===== src/rtl/pt_walker_pkg.sv =====
package pt_walker_pkg;
  localparam int VA_W  = 32;
  localparam int PTE_W = 32;
  localparam int FC_W  = 10;
  localparam int PTE_M_BIT = 6;
  localparam int PTE_R_BIT = 5;

  localparam logic [1:0] KIND_LOAD  = 2'd0;
  localparam logic [1:0] KIND_STORE = 2'd1;
  localparam logic [1:0] KIND_FETCH = 2'd2;

  localparam logic [1:0] SZ_4K   = 2'd0;
  localparam logic [1:0] SZ_256K = 2'd1;
  localparam logic [1:0] SZ_16M  = 2'd2;

  localparam logic [2:0] FT_INVALID = 3'd1;
  localparam logic [2:0] FT_XLATE   = 3'd4;

  typedef enum logic [1:0] {ET_INV = 2'd0, ET_PTD = 2'd1, ET_PTE = 2'd2, ET_RSV = 2'd3} ent_type_e;
  typedef enum logic [1:0] {EV_NEXT, EV_LEAF, EV_FAULT} ev_act_e;
endpackage


===== src/rtl/pt_walk_addr.sv =====
module pt_walk_addr #(
  parameter int PA_W  = 36,
  parameter int CTX_W = 8
) (
  input  logic [1:0]       level_i,
  input  logic [19:0]      vpn_i,
  input  logic [31:0]      root_ptr_i,
  input  logic [CTX_W-1:0] ctx_i,
  input  logic [PA_W-1:0]  base_i,
  output logic [PA_W-1:0]  addr_o
);
  always_comb begin
    case (level_i)
      2'd0:    addr_o = PA_W'({root_ptr_i, 4'b0}) + PA_W'({ctx_i, 2'b00});
      2'd1:    addr_o = base_i + PA_W'({vpn_i[19:12], 2'b00});
      2'd2:    addr_o = base_i + PA_W'({vpn_i[11:6], 2'b00});
      default: addr_o = base_i + PA_W'({vpn_i[5:0], 2'b00});
    endcase
  end
endmodule


===== src/rtl/pt_entry_eval.sv =====
module pt_entry_eval
  import pt_walker_pkg::*;
(
  input  logic [1:0]      level_i,
  input  logic [1:0]      etype_i,
  input  logic            bus_err_i,
  output ev_act_e         act_o,
  output logic [FC_W-1:0] code_o,
  output logic [1:0]      size_o
);
  logic [2:0] ftype;
  always_comb begin
    act_o  = EV_FAULT;
    ftype  = FT_XLATE;
    size_o = SZ_4K;
    if (!bus_err_i) begin
      case (ent_type_e'(etype_i))
        ET_INV: ftype = FT_INVALID;
        ET_PTD: if (level_i != 2'd3) act_o = EV_NEXT;
        ET_PTE: if (level_i != 2'd0) act_o = EV_LEAF;
        default: ftype = FT_XLATE;
      endcase
    end
    case (level_i)
      2'd1:    size_o = SZ_16M;
      2'd2:    size_o = SZ_256K;
      default: size_o = SZ_4K;
    endcase
    code_o = {level_i, 3'b000, ftype, 2'b00};
  end
endmodule


===== src/rtl/pt_leaf_map.sv =====
module pt_leaf_map
  import pt_walker_pkg::*;
#(
  parameter int PA_W = 36
) (
  input  logic [PTE_W-1:0] pte_i,
  input  logic [23:0]      va_low_i,
  input  logic [1:0]       size_i,
  input  logic             is_store_i,
  output logic [PA_W-1:0]  paddr_o,
  output logic [PTE_W-1:0] upd_pte_o,
  output logic             need_wb_o
);
  logic [23:0] offset;
  always_comb begin
    case (size_i)
      SZ_16M:  offset = va_low_i;
      SZ_256K: offset = {6'b0, va_low_i[17:0]};
      default: offset = {12'b0, va_low_i[11:0]};
    endcase
    paddr_o = PA_W'({pte_i[31:8], 12'b0}) + PA_W'(offset);
    upd_pte_o = pte_i;
    upd_pte_o[PTE_R_BIT] = 1'b1;
    if (is_store_i) upd_pte_o[PTE_M_BIT] = 1'b1;
    need_wb_o = (upd_pte_o != pte_i);
  end
endmodule


===== src/rtl/pt_bypass.sv =====
module pt_bypass
  import pt_walker_pkg::*;
#(
  parameter int PA_W      = 36,
  parameter int ROM_OFF_W = 19
) (
  input  logic [VA_W-1:0] va_i,
  input  logic [1:0]      kind_i,
  input  logic            boot_i,
  input  logic [PA_W-1:0] rom_base_i,
  output logic [PA_W-1:0] paddr_o,
  output logic [2:0]      rights_o
);
  always_comb begin
    if (boot_i && kind_i == KIND_FETCH) begin
      paddr_o  = rom_base_i | PA_W'(va_i[ROM_OFF_W-1:0]);
      rights_o = 3'b101;
    end else begin
      paddr_o  = PA_W'(va_i);
      rights_o = 3'b111;
    end
  end
endmodule


===== src/rtl/pt_walker.sv =====
module pt_walker
  import pt_walker_pkg::*;
#(
  parameter int PA_W  = 36,
  parameter int CTX_W = 8
) (
  input  logic             clk_i,
  input  logic             rst_ni,
  input  logic             req_valid_i,
  input  logic [31:0]      req_vaddr_i,
  input  logic [1:0]       req_kind_i,
  input  logic             req_user_i,
  input  logic             req_bypass_i,
  input  logic [31:0]      root_ptr_i,
  input  logic [CTX_W-1:0] ctx_num_i,
  input  logic             boot_mode_i,
  input  logic [PA_W-1:0]  rom_base_i,
  output logic             busy_o,
  output logic             done_o,
  output logic             fault_o,
  output logic [9:0]       fault_code_o,
  output logic             perm_denied_o,
  output logic [PA_W-1:0]  paddr_o,
  output logic [1:0]       page_size_o,
  output logic [31:0]      pte_o,
  output logic [2:0]       rights_o,
  output logic             chk_valid_o,
  output logic [2:0]       chk_acc_o,
  output logic [1:0]       chk_kind_o,
  output logic             chk_user_o,
  input  logic             chk_ok_i,
  output logic             mem_req_o,
  output logic             mem_we_o,
  output logic [PA_W-1:0]  mem_addr_o,
  output logic [31:0]      mem_wdata_o,
  input  logic             mem_gnt_i,
  input  logic             mem_rvalid_i,
  input  logic [31:0]      mem_rdata_i,
  input  logic             mem_err_i
);
  typedef enum logic [2:0] {ST_IDLE, ST_RD_REQ, ST_RD_WAIT, ST_CHECK, ST_WR_REQ} st_e;

  st_e               state_q, state_d;
  logic [1:0]        level_q, level_d;
  logic [VA_W-1:0]   va_q, va_d;
  logic [1:0]        kind_q, kind_d;
  logic              user_q, user_d;
  logic [PA_W-1:0]   base_q, base_d;
  logic [PA_W-1:0]   wb_addr_q, wb_addr_d;
  logic [PTE_W-1:0]  pte_q, pte_d;
  logic [1:0]        size_q, size_d;

  logic [PA_W-1:0]   walk_addr;
  ev_act_e           ev_act;
  logic [FC_W-1:0]   ev_code;
  logic [1:0]        ev_size;
  logic [PA_W-1:0]   leaf_paddr;
  logic [PTE_W-1:0]  upd_pte;
  logic              need_wb;
  logic [PA_W-1:0]   byp_paddr;
  logic [2:0]        byp_rights;

  logic              fin, fin_fault, fin_perm;
  logic [FC_W-1:0]   fin_code;
  logic [PA_W-1:0]   fin_paddr;
  logic [1:0]        fin_size;
  logic [PTE_W-1:0]  fin_pte;
  logic [2:0]        fin_rights;

  pt_walk_addr #(.PA_W(PA_W), .CTX_W(CTX_W)) u_addr (
    .level_i    (level_q),
    .vpn_i      (va_q[31:12]),
    .root_ptr_i (root_ptr_i),
    .ctx_i      (ctx_num_i),
    .base_i     (base_q),
    .addr_o     (walk_addr)
  );

  pt_entry_eval u_eval (
    .level_i   (level_q),
    .etype_i   (mem_rdata_i[1:0]),
    .bus_err_i (mem_err_i),
    .act_o     (ev_act),
    .code_o    (ev_code),
    .size_o    (ev_size)
  );

  pt_leaf_map #(.PA_W(PA_W)) u_leaf (
    .pte_i      (pte_q),
    .va_low_i   (va_q[23:0]),
    .size_i     (size_q),
    .is_store_i (kind_q == KIND_STORE),
    .paddr_o    (leaf_paddr),
    .upd_pte_o  (upd_pte),
    .need_wb_o  (need_wb)
  );

  pt_bypass #(.PA_W(PA_W)) u_byp (
    .va_i       (req_vaddr_i),
    .kind_i     (req_kind_i),
    .boot_i     (boot_mode_i),
    .rom_base_i (rom_base_i),
    .paddr_o    (byp_paddr),
    .rights_o   (byp_rights)
  );

  always_comb begin
    state_d   = state_q;
    level_d   = level_q;
    va_d      = va_q;
    kind_d    = kind_q;
    user_d    = user_q;
    base_d    = base_q;
    wb_addr_d = wb_addr_q;
    pte_d     = pte_q;
    size_d    = size_q;
    fin        = 1'b0;
    fin_fault  = 1'b0;
    fin_perm   = 1'b0;
    fin_code   = '0;
    fin_paddr  = '0;
    fin_size   = SZ_4K;
    fin_pte    = '0;
    fin_rights = '0;
    case (state_q)
      ST_IDLE: if (req_valid_i) begin
        va_d   = req_vaddr_i;
        kind_d = req_kind_i;
        user_d = req_user_i;
        if (req_bypass_i) begin
          fin        = 1'b1;
          fin_paddr  = byp_paddr;
          fin_rights = byp_rights;
        end else begin
          level_d = 2'd0;
          state_d = ST_RD_REQ;
        end
      end
      ST_RD_REQ: if (mem_gnt_i) begin
        wb_addr_d = walk_addr;
        state_d   = ST_RD_WAIT;
      end
      ST_RD_WAIT: if (mem_rvalid_i) begin
        case (ev_act)
          EV_NEXT: begin
            base_d  = {mem_rdata_i[31:2], 6'b0};
            level_d = level_q + 2'd1;
            state_d = ST_RD_REQ;
          end
          EV_LEAF: begin
            pte_d   = mem_rdata_i;
            size_d  = ev_size;
            state_d = ST_CHECK;
          end
          default: begin
            fin       = 1'b1;
            fin_fault = 1'b1;
            fin_code  = ev_code;
            fin_pte   = mem_rdata_i;
            state_d   = ST_IDLE;
          end
        endcase
      end
      ST_CHECK: begin
        if (!chk_ok_i) begin
          fin      = 1'b1;
          fin_perm = 1'b1;
          fin_pte  = pte_q;
          state_d  = ST_IDLE;
        end else if (need_wb) begin
          pte_d   = upd_pte;
          state_d = ST_WR_REQ;
        end else begin
          fin       = 1'b1;
          fin_paddr = leaf_paddr;
          fin_size  = size_q;
          fin_pte   = pte_q;
          state_d   = ST_IDLE;
        end
      end
      ST_WR_REQ: if (mem_gnt_i) begin
        fin       = 1'b1;
        fin_paddr = leaf_paddr;
        fin_size  = size_q;
        fin_pte   = pte_q;
        state_d   = ST_IDLE;
      end
      default: state_d = ST_IDLE;
    endcase
  end

  always_ff @(posedge clk_i or negedge rst_ni) begin
    if (!rst_ni) begin
      state_q   <= ST_IDLE;
      level_q   <= '0;
      va_q      <= '0;
      kind_q    <= '0;
      user_q    <= 1'b0;
      base_q    <= '0;
      wb_addr_q <= '0;
      pte_q     <= '0;
      size_q    <= '0;
    end else begin
      state_q   <= state_d;
      level_q   <= level_d;
      va_q      <= va_d;
      kind_q    <= kind_d;
      user_q    <= user_d;
      base_q    <= base_d;
      wb_addr_q <= wb_addr_d;
      pte_q     <= pte_d;
      size_q    <= size_d;
    end
  end

  always_ff @(posedge clk_i or negedge rst_ni) begin
    if (!rst_ni) begin
      done_o        <= 1'b0;
      fault_o       <= 1'b0;
      fault_code_o  <= '0;
      perm_denied_o <= 1'b0;
      paddr_o       <= '0;
      page_size_o   <= '0;
      pte_o         <= '0;
      rights_o      <= '0;
    end else begin
      done_o <= fin;
      if (fin) begin
        fault_o       <= fin_fault;
        fault_code_o  <= fin_code;
        perm_denied_o <= fin_perm;
        paddr_o       <= fin_paddr;
        page_size_o   <= fin_size;
        pte_o         <= fin_pte;
        rights_o      <= fin_rights;
      end
    end
  end

  assign busy_o      = (state_q != ST_IDLE);
  assign chk_valid_o = (state_q == ST_CHECK);
  assign chk_acc_o   = pte_q[4:2];
  assign chk_kind_o  = kind_q;
  assign chk_user_o  = user_q;
  assign mem_req_o   = (state_q == ST_RD_REQ) || (state_q == ST_WR_REQ);
  assign mem_we_o    = (state_q == ST_WR_REQ);
  assign mem_addr_o  = (state_q == ST_WR_REQ) ? wb_addr_q : walk_addr;
  assign mem_wdata_o = pte_q;
endmodule


===== config.mk =====
export PLATFORM = sky130hd
export DESIGN_NAME = pt_walker
export DESIGN_NICKNAME = d
export VERILOG_FILES = /design/src/rtl/pt_walker_pkg.sv /design/src/rtl/pt_walk_addr.sv /design/src/rtl/pt_entry_eval.sv /design/src/rtl/pt_leaf_map.sv /design/src/rtl/pt_bypass.sv /design/src/rtl/pt_walker.sv
export SDC_FILE = /design/constraint.sdc
export NUM_CORES = 1
export LEC_CHECK = 0
export CORE_UTILIZATION = 40
export CTS_CLUSTER_DIAMETER = 80
export DETAILED_ROUTE_END_ITERATION = 6
export DONT_BUFFER_PORTS = 1
export PLACE_DENSITY = 0.58
export RECOVER_POWER = 25
export SLEW_MARGIN = 20
export SYNTH_ARGS = -nofsm -noshare
export SYNTH_HDL_FRONTEND = slang
export SYNTH_HIERARCHICAL = 1
export SYNTH_SLANG_ARGS = --single-unit

===== constraint.sdc =====
create_clock -name clk_i -period 3.7 [get_ports clk_i]
set_input_delay 0.185 -clock clk_i [delete_from_list [all_inputs] [get_ports clk_i]]
set_output_delay 0.185 -clock clk_i [all_outputs]
set_load 0.02 [all_outputs]

# After elaboration in Yosys (flattened, before gate mapping)

Index checks and enable logic that the tools add are counted.

Register bits: 226
Input bits: 152
Output and inout port bits: 164

Add/subtract/negate cells: 6
Equal/unequal tests: 24
Mux-type cells: 65
Bitwise operators: 2
Reduce and logical (&&, ||, !) cells: 19

Operator list:

| kind                 | number |
|---|---|
| $mux W36             | 7 |
| $mux W32             | 7 |
| $pmux W36 S3         | 2 |
| $pmux W32 S3         | 1 |
| $add A36 B10 Y36     | 2 |
| $add A36 B8 Y36      | 2 |
| $pmux W32 S2         | 1 |
| $pmux W24 S2         | 1 |
| $add A36 B24 Y36     | 1 |
| $mux W3              | 12 |
| $or A36 B19 Y36      | 1 |
| $mux W10             | 3 |
| $mux W2              | 11 |
| $pmux W2 S2          | 5 |
| $pmux W3 S5          | 1 |
| $reduce_and A5 Y1    | 3 |
| $mux W7              | 2 |
| $ne A2 B2 Y1 const B | 7 |
| $mux W1              | 11 |
| $eq A2 B1 Y1 const B | 5 |
| $eq A2 B2 Y1 const B | 4 |
| $eq A3 B2 Y1 const B | 2 |
| $logic_not A2 Y1     | 3 |
| $ne A2 B1 Y1 const B | 3 |
| 15 further kinds     | 19 |

# Longest topological paths before layout

Gate-level depths: netlist of the first run.

Depth in word-level cells: 9
Depth in mapped cells: 14
Gate-level depth less buffers: 13

# Hierarchy

Netlist of the first run, hierarchy kept.

By module, submodules not included:

| module        | times used | cells an instance | area an instance (um2) | seq. area each (um2) |
|---|---|---|---|---|
| pt_walker     | 1          | 755               | 9,804.4                | 5,655.4 |
| pt_walk_addr  | 1          | 371               | 2,479.9                | 0.0 |
| pt_leaf_map   | 1          | 170               | 1,285.0                | 0.0 |
| pt_bypass     | 1          | 45                | 404.1                  | 0.0 |
| pt_entry_eval | 1          | 23                | 165.2                  | 0.0 |

# Least setup slack after synthesis of the first run

No wires, ideal clock.

Path type: flip-flop to output port
From: register level_q[0]
To: output port mem_addr_o[31]
Arrival: 3.263 ns
Data required time: 3.515 ns
Slack: 0.252 ns
Cell stages (with the launch flop): 12
Path buffers: 2
Path through: dfrtp_1 -> inv_1 -> ha_1 -> clkbuf_1 -> a21oi_1 -> ha_1 -> a211o_1 -> o31ai_1 -> clkbuf_1 -> nor3_1 -> a221o_1 -> mux2_2

Longest elaborated chain between the ends: 3
Elaborated cells on any way between the ends: 5
Classes of those cells: 2 x eq/ne; 2 x mux; 1 x reduce/logical

RTL lines:

| item                                       | line               | text |
|---|---|---|
| start: declaration                         | pt_walker.sv:44    | `logic [1:0] level_q, level_d;` |
| start signal: assignment                   | pt_walker.sv:205   | `level_q <= level_d;` |
| $eq A2 B2 Y1, or another cell as far along | pt_walk_addr.sv:13 | `case (level_i)` |
| $pmux W36 S3 (*)                           | pt_walk_addr.sv:13 |  |
| named net walk_addr[31]                    | pt_walker.sv:53    | `logic [PA_W-1:0] walk_addr;` |
| $mux W36 (*)                               | pt_walker.sv:247   | `assign mem_addr_o = (state_q == ST_WR_REQ) ? wb_addr_q : walk_addr;` |
| end: declaration                           | pt_walker.sv:34    | `output logic [PA_W-1:0] mem_addr_o,` |

Mark *: on every way through the listed nets, which the timed path passes. The rest lies on a longest branch.

# Worst setup path after layout of the first run

From: register level_q[1]
To: output port mem_addr_o[31]

The elaborated chain is that of the path after synthesis.

==> results of run 1 <==
layout make-up:
class | count | area [um2]
antenna | 3 | 7.51
tap | 455 | 569
inverter | 27 | 104
multi-input combinational | 991 | 7900
sequential | 226 | 5660
clock inverter | 14 | 205
timing repair buffer | 139 | 1380
fill | 3209 | 18000
clock buffer | 36 | 781
state kept, by name (all words and copies together) (netlist names):
name	count
paddr_o	36
wb_addr_q	36
mem_wdata_o	32
pte_o	32
va_q	32
base_q	30
fault_code_o	10
rights_o	3
state_q	3
chk_kind_o	2
level_q	2
page_size_o	2
size_q	2
chk_user_o	1
done_o	1
fault_o	1
perm_denied_o	1
path summary, 6_finish.rpt:
kind,start,end,slack (ps),cells past startpoint
setup / recovery,level_q[1],mem_addr_o[31],90,13
hold / removal,rst_ni,wb_addr_q[33],-680,0
setup reg to reg,size_q[0],paddr_o[32],510,13
hold reg to reg,wb_addr_q[20],wb_addr_q[20],500,1
max in group asynchronous,rst_ni,paddr_o[13],4090,0
min in group clk_i,req_vaddr_i[24],paddr_o[24],20,3
per-layer routing:
layer  vias up  wire length [um]  global-route usage  part of all wire
met1      5374             18500               0.307              0.43
met4         0               806              0.0602             0.019
met5         -                 0                   0                 0
met3        62              3540              0.0718             0.081
met2       358             20600               0.392              0.47
li1       5060                 -                   -                 -
stage by stage:
step	setup TNS, ps	cell area, um2	hold WS, ps
floorplan	0	14200	-111
detailed placement	0	14200	-99.2
finish	0	16600	-679
global route	-182	16600	-711
global placement	0	14200	-101
CTS	0	16500	-703
synthesized netlist by cell type (all sizes together), types with 7 or more instances:
cell and n:
a211oi 12, a21o 25, a21oi 35, a221o 70
a22o 15, a22oi 7, and2 25, and3 46
and4 10, buf 86, clkbuf 46, dfrtp 226
ha 34, inv 27, mux2 187, mux2i 9
nand2 143, nand3 30, nand4 12, nor2 38
nor2b 46, nor3 13, nor3b 7, o211ai 22
o21a 9, o21ai 27, o311ai 7, o31ai 9
or4 16, xnor2 22, xor2 29
worst max-delay path, stage by stage (launching register included):
cell and delay (ps):
dfrtp_1 400, buf_6 130, ha_4 170, a22oi_2 140, a21oi_2 110, ha_4 290, buf_6 110, nor3_2 50
o21bai_2 250, o31ai_4 130, buf_6 150, o311a_1 290, a221o_1 300, mux2_4 330
cells by family (layout without fill, tap and decap cells):
kind of cell,after synthesis,after routing,share of synthesized area
flip-flops,226,226,0.400
AND/OR/NAND/NOR,414,414,0.156
other,4,19,0.00106
AO/OA/AOI/OAI,277,277,0.158
multiplexers,196,196,0.157
XOR/XNOR,51,51,0.0316
buffers and inverters,159,216,0.0619
adder cells (fa/ha/maj),37,37,0.0343
cell usage in the layout (no fill, tap or decap), types with 16 or more instances in the layout:
| cell type | count |
|---|---|
| dfrtp_1 | 225 |
| mux2_2 | 172 |
| nand2_1 | 142 |
| dlygate4sd3_1 | 107 |
| a221o_1 | 70 |
| nor2b_1 | 46 |
| and3_1 | 45 |
| nor2_1 | 36 |
| a21oi_1 | 32 |
| xor2_1 | 29 |
| clkbuf_16 | 28 |
| nand3_1 | 28 |
| ha_1 | 27 |
| inv_1 | 24 |
| buf_4 | 24 |
| a21o_1 | 24 |
| and2_1 | 23 |
| xnor2_1 | 22 |
| o21ai_0 | 19 |
| o211ai_1 | 19 |
| conb_1 | 16 |
power breakdown:
group,switching [mW],internal [mW]
clock network,1.17,1.78
registers,1.89,3.53
logic,2.26,2.12
what timing repair did:
| action | in CTS | in global routing |
|---|---|---|
| gates resized for setup | 33 | 25 |
| setup endpoints to repair | 24 | 23 |
| cloned | 2 | 0 |
| pin swaps | 5 | 10 |
| setup buffers | 5 | 0 |
| endpoints found under the hold margin | 402 | 226 |
==> metrics.json, run 1 <==
{
  "outcome": {"value": "finished, violations left"},
  "failed_checks": {"value": "negative hold slack"},
  "ratio_of_final_minimum_period_to_clock_period": {"value": 0.976},
  "achievable-frequency": {"value": 277, "unit": "MHz"},
  "placedCellCount": {"value": 1723},
  "pin_count": {"value": 316},
  "postCtsHoldBufs": {"value": 108},
  "design_power_total": {"value": 12.8, "unit": "mW"},
  "crit_start_category": {"value": "flop"},
  "fp.dieArea": {"value": 36100, "unit": "um2"},
  "fp-row-count": {"value": 68},
  "grt_pass1_vias": {"value": 11100},
  "ys_async_sr_fraction": {"value": 1.00},
  "fin_skew": {"value": 21.7, "unit": "ps"},
  "synth.area.top_cells": {"value": "dfrtp_1, mux2_2, a221o_1, nand2_1, buf_4"},
  "post_drt_wl_per_cell": {"value": 23.0, "unit": "um"},
  "grt_first_pass_wirelength": {"value": 67.0, "unit": "mm"},
  "hold_ws": {"value": -679, "unit": "ps"},
  "criticalPathCategory": {"value": "reg2out"},
  "place.gp.congestion": {"value": 0.839},
  "final.setup.worst_slack": {"value": 90.0, "unit": "ps"},
  "yosys_register_bits": {"value": 226},
  "hold_path.class": {"value": "in2async"},
  "dr.first_iter.drc_count": {"value": 661},
  "die-height": {"value": 190, "unit": "um"},
  "post-synth-top-area-fraction": {"value": 0.400},
  "worst-endpoint-arrival": {"value": 3420, "unit": "ps"},
  "final_antenna_net_count": {"value": 0},
  "synth_cells": {"value": 1364},
  "grt_antenna_before_repair": {"value": 3},
  "final.min_clock_period": {"value": 3610, "unit": "ps"},
  "synth_area_leader_cell": {"value": "dfrtp_1"},
  "drt-total-wl": {"value": 43.5, "unit": "mm"},
  "firstDrtPassIters": {"value": 6},
  "drt-vias-per-instance": {"value": 5.74},
  "cts_tree": {"value": "yes"},
  "cts_htree_levels": {"value": 1},
  "clock_sinks": {"value": 226},
  "setup_viol": {"value": 0},
  "timing.critical_path.required": {"value": 3510, "unit": "ps"},
  "dp_worst_setup_slack": {"value": 42.9, "unit": "ps"},
  "grt_usage": {"value": 0.239},
  "clock_latency": {"value": 570, "unit": "ps"},
  "final-hold-violation-count": {"value": 226},
  "ctsRootBufferMaster": {"value": "clkbuf_16"},
  "drc": {"value": 0},
  "setup_repair_after_global_routing_missed_its_margin": {"value": "yes"},
  "grt_max_degree": {"value": 227},
  "critical_path.endpoint_type": {"value": "output pin"},
  "cts_inserted_buffers": {"value": 28},
  "post_synth_instance_area": {"value": 14100, "unit": "um2"},
  "final_net_count": {"value": 1602},
  "slew_headroom": {"value": 0.381},
  "cts_max_path_buffers": {"value": 3},
  "maximum_vdd_drop": {"value": 438, "unit": "uV"},
  "post_synth_num_cell_types": {"value": 88},
  "cap_violations": {"value": 0},
  "synth.yosys.seq_area_share": {"value": 0.400},
  "pwr_density_cell": {"value": 768, "unit": "nW/um2"},
  "maxSlewViolCount": {"value": 0},
  "worstMarginPinSlew": {"value": 929, "unit": "ps"},
  "initial_core_util": {"value": 0.408},
  "clkTransAtPathRegs": {"value": 60, "unit": "ps"},
  "final_cell_count_no_fill": {"value": 1891},
  "syn-mean-instance-area": {"value": 10.4, "unit": "um2"},
  "fp.dieW": {"value": 190, "unit": "um"},
  "synth_enable_flop_cells": {"value": 0},
  "layout-drive-gt1-share": {"value": 0.227},
  "global_route.overflow_total": {"value": 0},
  "via_count": {"value": 10900},
  "layout.core_utilization": {"value": 0.479},
  "yosys_warnings": {"value": 6},
  "synth_top_flop_cell": {"value": "dfrtp_1"},
  "leak_pwr": {"value": 7.28, "unit": "nW"},
  "count_of_input_and_output_buffers": {"value": 0},
  "placeableCoreArea": {"value": 34600, "unit": "um2"},
  "flow.area_growth_from_synthesis": {"value": 17.4, "unit": "%"},
  "dp.final_hpwl": {"value": 30.0, "unit": "mm"},
  "crit_path_max_fanout": {"value": 6}
}
Power figures use the tool's default switching activity.
==> run 2, diff against run 1 <==
- CTS_BUF_LIST: default -> sky130_fd_sc_hd__clkbuf_4
- PLACE_DENSITY: 0.58 -> default
==> metrics.json, run 2 (same netlist as run 1, synthesis figures left out) <==
{
  "comb_power_share": {"value": 0.371},
  "clkTransAtPathRegs": {"value": 60, "unit": "ps"},
  "leak_pwr": {"value": 7.62, "unit": "nW"},
  "grt_antenna_before_repair": {"value": 7},
  "dp.final_hpwl": {"value": 30.3, "unit": "mm"},
  "net-switching-power": {"value": 5.51, "unit": "mW"},
  "crit_start_category": {"value": "flop"},
  "setup_repair_after_global_routing_missed_its_margin": {"value": "yes"},
  "cap_violations": {"value": 0},
  "count_of_input_and_output_buffers": {"value": 0},
  "cpLargestDelayFamily": {"value": "simple AND/OR/NAND/NOR gates"},
  "maxSlewViolCount": {"value": 0},
  "placeableCoreArea": {"value": 34600, "unit": "um2"},
  "clock_latency": {"value": 720, "unit": "ps"},
  "grt_first_pass_wirelength": {"value": 70.7, "unit": "mm"},
  "failed_checks": {"value": "negative hold slack, negative setup slack"},
  "fp-row-count": {"value": 68},
  "hold_ws": {"value": -822, "unit": "ps"},
  "ratio_of_final_minimum_period_to_clock_period": {"value": 1.01},
  "critical_path_source": {"value": "base_q[10]"},
  "drt-vias-per-instance": {"value": 5.81},
  "final.min_clock_period": {"value": 3740, "unit": "ps"},
  "worstMarginPinSlew": {"value": 1120, "unit": "ps"},
  "grt_pass1_vias": {"value": 11700},
  "grt_usage": {"value": 0.254},
  "cts_htree_levels": {"value": 3},
  "worstPathCellList": {"value": "nand3_1 > buf_4 > nor4_1 > o311ai_4 > buf_6 > or4_1 > o211ai_1 > mux2_4"},
  "achievable-frequency": {"value": 267, "unit": "MHz"},
  "fin_skew": {"value": 46.2, "unit": "ps"},
  "layout-drive-gt1-share": {"value": 0.267},
  "global_route.overflow_total": {"value": 0},
  "drt-total-wl": {"value": 46.1, "unit": "mm"},
  "final_antenna_net_count": {"value": 0},
  "crit_path_top_delay_cell": {"value": "nor4_1"},
  "timing.critical_path.required": {"value": 3510, "unit": "ps"},
  "die-height": {"value": 190, "unit": "um"},
  "criticalPathCategory": {"value": "reg2out"},
  "firstDrtPassIters": {"value": 5},
  "pin_count": {"value": 316},
  "fillers": {"value": 3143},
  "total_internal_power": {"value": 7.25, "unit": "mW"},
  "layout_top_registers": {"value": "paddr_o x36, wb_addr_q x36"},
  "final.setup.worst_slack": {"value": -41.2, "unit": "ps"},
  "flow.area_growth_from_synthesis": {"value": 22.0, "unit": "%"},
  "mostFrequentLayoutCells": {"value": "dfrtp_1, mux2_2, dlygate4sd3_1"},
  "share_of_total_power_in_the_clock_network": {"value": 0.204},
  "switching_share": {"value": 0.432},
  "drc": {"value": 0},
  "crit_buf_inv": {"value": 2},
  "reg2reg_from": {"value": "level_q[1]"},
  "hold_path.class": {"value": "in2async"},
  "worst_path_largest_cell_delay": {"value": 760, "unit": "ps"},
  "final-hold-violation-count": {"value": 226},
  "p_seq_frac": {"value": 0.425},
  "place.gp.congestion": {"value": 0.827},
  "via_count": {"value": 11700},
  "pwr_density_cell": {"value": 740, "unit": "nW/um2"},
  "cts_inserted_buffers": {"value": 70},
  "post_drt_wl_per_cell": {"value": 22.9, "unit": "um"},
  "cts_max_path_buffers": {"value": 3},
  "setup_viol": {"value": 8},
  "cts_tree": {"value": "yes"},
  "maximum_vdd_drop": {"value": 386, "unit": "uV"},
  "clock_sinks": {"value": 226},
  "grt_max_degree": {"value": 227},
  "initial_core_util": {"value": 0.408},
  "critical_path.endpoint_type": {"value": "output pin"},
  "dr.first_iter.drc_count": {"value": 787},
  "slew_headroom": {"value": 0.254},
  "worst-endpoint-arrival": {"value": 3560, "unit": "ps"},
  "fp.dieW": {"value": 190, "unit": "um"},
  "final_net_count": {"value": 1703},
  "fp.dieArea": {"value": 36100, "unit": "um2"},
  "outcome": {"value": "finished, violations left"},
  "layout.cells.most_common": {"value": "dfrtp_1"},
  "crit_path_max_fanout": {"value": 14},
  "ctsRootBufferMaster": {"value": "clkbuf_4"},
  "layout.core_utilization": {"value": 0.498}
}
run 2: cell types whose count changed in the layout (fill, tap and decap cells not counted), sizes merged, moves of 3 or more:
cell / previous run / this run
clkbuf: 36 / 100
dlygate4sd3: 107 / 149
buf: 32 / 49
clkinv: 5 / 10
clkinvlp: 3 / 0
diode: 3 / 6
run 2: timing repair:
item / 4_1_cts / 5_1_grt
endpoints found under the hold margin: 433 / 235
resized for setup: 65 / 36
gates cloned: 2 / 0
hold buffers: 148 / 2
pin swaps: 12 / 26
buffers inserted: 11 / 9
setup endpoints to repair: 27 / 26
run 2: metal layers:
metal,share of wire,wire length [um],track usage,up-vias
met5,0,0,0,-
met4,0.026,1180,0.0819,0
met3,0.080,3670,0.0740,101
met2,0.47,21900,0.411,439
met1,0.42,19400,0.323,5850
li1,-,-,-,5323
run 2: path summary, 6_finish.rpt:
check,endpoint,slack (ps),cells past startpoint
worst max-delay path,mem_addr_o[29],-40,8
worst min-delay path,wb_addr_q[28],-820,0
worst max register to register,wb_addr_q[11],310,13
worst min register to register,wb_addr_q[32],510,1
max in group asynchronous,va_q[24],3960,0
min in group clk_i,paddr_o[28],30,3
run 2: through the flow:
step                std cells  area [um2]  power (mW)  TNS (ps)  worst slack [ps]
finish                   2016       17200        12.8      -160             -41.2
global route             2014       17200        13.5     -3170              -182
CTS                      1999       17000        12.6      -265             -68.3
detailed placement       1725       14200        9.53         0               182
global placement         1725       14200        9.42         0               273
floorplan                1376       14200        8.46         0               252
run 2: power groups by stage:
stage | Combinational, mW | Clock, mW | Sequential (mW)
floorplan | 3.59 | 0 | 4.87
global placement | 4.00 | 0 | 5.42
detailed placement | 4.11 | 0 | 5.43
CTS | 4.55 | 2.68 | 5.42
global route | 5.11 | 2.82 | 5.58
finish | 4.74 | 2.60 | 5.42
run 2: layout make-up:
| type | instances | area, um2 | share of cell area |
|---|---|---|---|
| Antenna cell | 6 | 15.0 | 0.000870 |
| Clock buffer | 100 | 751 | 0.0435 |
| Clock inverter | 13 | 129 | 0.00747 |
| Inverter | 27 | 101 | 0.00588 |
| Multi-Input combinational cell | 991 | 8100 | 0.469 |
| Sequential cell | 226 | 5660 | 0.328 |
| Tap cell | 455 | 569 | 0.0330 |
| Timing Repair Buffer | 198 | 1930 | 0.112 |
==> run 3, diff against run 2 <==
==> constraint.sdc (replaced) <==
create_clock -name clk_i -period 3.7 [get_ports clk_i]
set_input_delay 0.185 -clock clk_i [delete_from_list [all_inputs] [get_ports clk_i]]
set_output_delay 0.185 -clock clk_i [all_outputs]
set_load 0.1 [all_outputs]
==> metrics.json, run 3 (same netlist as run 1, synthesis figures left out) <==
{
  "outcome": {"value": "finished, violations left"},
  "failed_checks": {"value": "negative hold slack, negative setup slack"},
  "dr.first_iter.drc_count": {"value": 774},
  "grt_usage": {"value": 0.262},
  "final_antenna_net_count": {"value": 0},
  "final_net_count": {"value": 1779},
  "die-height": {"value": 190, "unit": "um"},
  "ratio_of_final_minimum_period_to_clock_period": {"value": 1.02},
  "register_area": {"value": 5660, "unit": "um2"},
  "comb_power_share": {"value": 0.431},
  "drt-total-wl": {"value": 47.2, "unit": "mm"},
  "critical_path.endpoint_type": {"value": "output pin"},
  "fp.dieArea": {"value": 36100, "unit": "um2"},
  "criticalPathCategory": {"value": "reg2out"},
  "critPathMostFrequentCell": {"value": "ha_4"},
  "fillers": {"value": 3017},
  "grt_first_pass_wirelength": {"value": 73.1, "unit": "mm"},
  "global_route.overflow_total": {"value": 0},
  "worstPathCellList": {"value": "inv_4 > ha_4 > a22oi_2 > a21oi_2 > ha_4 > nor3_2 > o21bai_4 > o31ai_4 > buf_6 > o311ai_1 > nand3_4 > mux2_4 > buf_12"},
  "cts_max_path_buffers": {"value": 3},
  "setup_repair_after_global_routing_missed_its_margin": {"value": "yes"},
  "final-hold-violation-count": {"value": 226},
  "layout.cells.most_common": {"value": "dfrtp_1"},
  "r2r_cells": {"value": 13},
  "postCtsHoldBufs": {"value": 183},
  "clkTransAtPathRegs": {"value": 60, "unit": "ps"},
  "layout-drive-gt1-share": {"value": 0.282},
  "post_drt_wl_per_cell": {"value": 22.5, "unit": "um"},
  "reg2reg_from": {"value": "level_q[0]"},
  "share_of_total_power_in_the_clock_network": {"value": 0.142},
  "total_internal_power": {"value": 7.64, "unit": "mW"},
  "dp.final_hpwl": {"value": 31.1, "unit": "mm"},
  "fin_skew": {"value": 39.0, "unit": "ps"},
  "leak_pwr": {"value": 8.13, "unit": "nW"},
  "via_count": {"value": 12000},
  "count_of_input_and_output_buffers": {"value": 0},
  "drt-vias-per-instance": {"value": 5.71},
  "crit_start_category": {"value": "flop"},
  "crit_path_top_delay_cell": {"value": "o311ai_1"},
  "cts_tree": {"value": "yes"},
  "final.setup.worst_slack": {"value": -78.2, "unit": "ps"},
  "maximum_vdd_drop": {"value": 605, "unit": "uV"},
  "multi_input_area": {"value": 8020, "unit": "um2"},
  "p_seq_frac": {"value": 0.427},
  "maxSlewViolCount": {"value": 0},
  "pin_count": {"value": 316},
  "final.min_clock_period": {"value": 3780, "unit": "ps"},
  "switching_share": {"value": 0.568},
  "fp-row-count": {"value": 68},
  "grt_pass1_vias": {"value": 12300},
  "net-switching-power": {"value": 10.1, "unit": "mW"},
  "cap_violations": {"value": 0},
  "placedCellCount": {"value": 1778},
  "slew_headroom": {"value": 0.220},
  "mostFrequentLayoutCells": {"value": "dfrtp_1, dlygate4sd3_1, mux2_2"},
  "place.gp.congestion": {"value": 0.906},
  "hold_ws": {"value": -817, "unit": "ps"},
  "placeableCoreArea": {"value": 34600, "unit": "um2"},
  "drc": {"value": 0},
  "ctsRootBufferMaster": {"value": "clkbuf_4"},
  "setup_viol": {"value": 11},
  "postPlaceCellArea": {"value": 15000, "unit": "um2"},
  "worst-endpoint-arrival": {"value": 3590, "unit": "ps"},
  "worst_reg_to_reg_setup_slack": {"value": 330, "unit": "ps"},
  "design_area": {"value": 18100, "unit": "um2"},
  "cts_inserted_buffers": {"value": 69},
  "worstMarginPinSlew": {"value": 1170, "unit": "ps"},
  "crit_path_max_fanout": {"value": 8},
  "rr_endpoint": {"value": "wb_addr_q[34]"},
  "fp.dieW": {"value": 190, "unit": "um"},
  "grt_max_degree": {"value": 227},
  "layout_top_registers": {"value": "paddr_o x36, wb_addr_q x36"},
  "worst_path_largest_cell_delay": {"value": 480, "unit": "ps"},
  "design_power_total": {"value": 17.7, "unit": "mW"},
  "grt_antenna_before_repair": {"value": 2},
  "layout.core_utilization": {"value": 0.523},
  "final_cell_count_no_fill": {"value": 2096},
  "clock_sinks": {"value": 226},
  "hold_path.class": {"value": "in2async"},
  "achievable-frequency": {"value": 265, "unit": "MHz"},
  "firstDrtPassIters": {"value": 5},
  "flow.area_growth_from_synthesis": {"value": 28.0, "unit": "%"},
  "cts_htree_levels": {"value": 3},
  "pwr_density_cell": {"value": 978, "unit": "nW/um2"},
  "initial_core_util": {"value": 0.408},
  "timing.critical_path.required": {"value": 3510, "unit": "ps"},
  "clock_latency": {"value": 700, "unit": "ps"}
}
[run 3: cell types whose count changed in the layout (fill, tap and decap cells not counted), sizes merged]
cell         previous run  this run
inv                    27        29
clkbuf                100        97
bufinv                  3         2
buf                    49        93
dlygate4sd3           149       182
clkinv                 10        16
diode                   6         5
[run 3: layer usage]
| layer | share of wire | vias up | track usage |
|---|---|---|---|
| met4 | 0.019 | 0 | 0.0772 |
| met2 | 0.48 | 492 | 0.431 |
| met3 | 0.081 | 70 | 0.0727 |
| met1 | 0.42 | 5932 | 0.334 |
| met5 | 0 | - | 0 |
| li1 | - | 5479 | - |
[run 3: through the flow]
stage | hold WS [ps] | worst slack (ps) | TNS, ps
after global routing | -909 | -232 | -3560
after detailed placement | -98.8 | 297 | 0
after floorplan | -111 | 88.8 | 0
after global placement | -99.4 | 349 | 0
after CTS | -901 | -197 | -2320
final | -817 | -78.2 | -288
[run 3: how the worst max path moves through the flow]
stage / slack (ps) / depth (start not counted) / start / endpoint
CTS: -200 / 13 / level_q[1] / mem_addr_o[31]
floorplan: 90 / 11 / level_q[0] / mem_addr_o[31]
detailed placement: 300 / 13 / level_q[1] / mem_addr_o[34]
global route: -230 / 9 / base_q[10] / mem_addr_o[29]
finish: -80 / 13 / level_q[1] / mem_addr_o[33]
global placement: 350 / 12 / level_q[0] / mem_addr_o[34]
[run 3: area by class of cell]
type,count,share of cell area
diodes,5,0.000691
clock buffers,97,0.0402
clock inverters,20,0.00726
inverters,27,0.00587
multi-input cells,991,0.443
flip-flops and latches,226,0.313
well taps,455,0.0314
repair buffers,275,0.159
[run 3: critical path, delay by kind of cell, from the launching register on]
kind,cells,cell delay (ps)
compound gates,5,1100
fa+ha+maj,2,460
flops,1,420
buf+inv,3,380
mux,1,320
simple gates,2,210
[run 3: power groups by stage]
| stage | combinational [mW] | clock [mW] | sequential [mW] |
|---|---|---|---|
| 3_5_place_dp | 7.04 | 0 | 7.54 |
| 6_report | 7.63 | 2.51 | 7.56 |
| 3_3_place_gp | 6.95 | 0 | 7.53 |
| 5_1_grt | 8.05 | 2.72 | 7.69 |
| 4_1_cts | 7.50 | 2.58 | 7.53 |
| 2_1_floorplan | 4.77 | 0 | 8.08 |
[run 3: timing repair]
action                                 in CTS  in global routing
gates cloned                                2                  0
setup endpoints to repair                  28                 30
gates resized for setup                    54                 25
endpoints found under the hold margin     434                226
pin swaps                                  23                 15
setup buffers                               7                  4
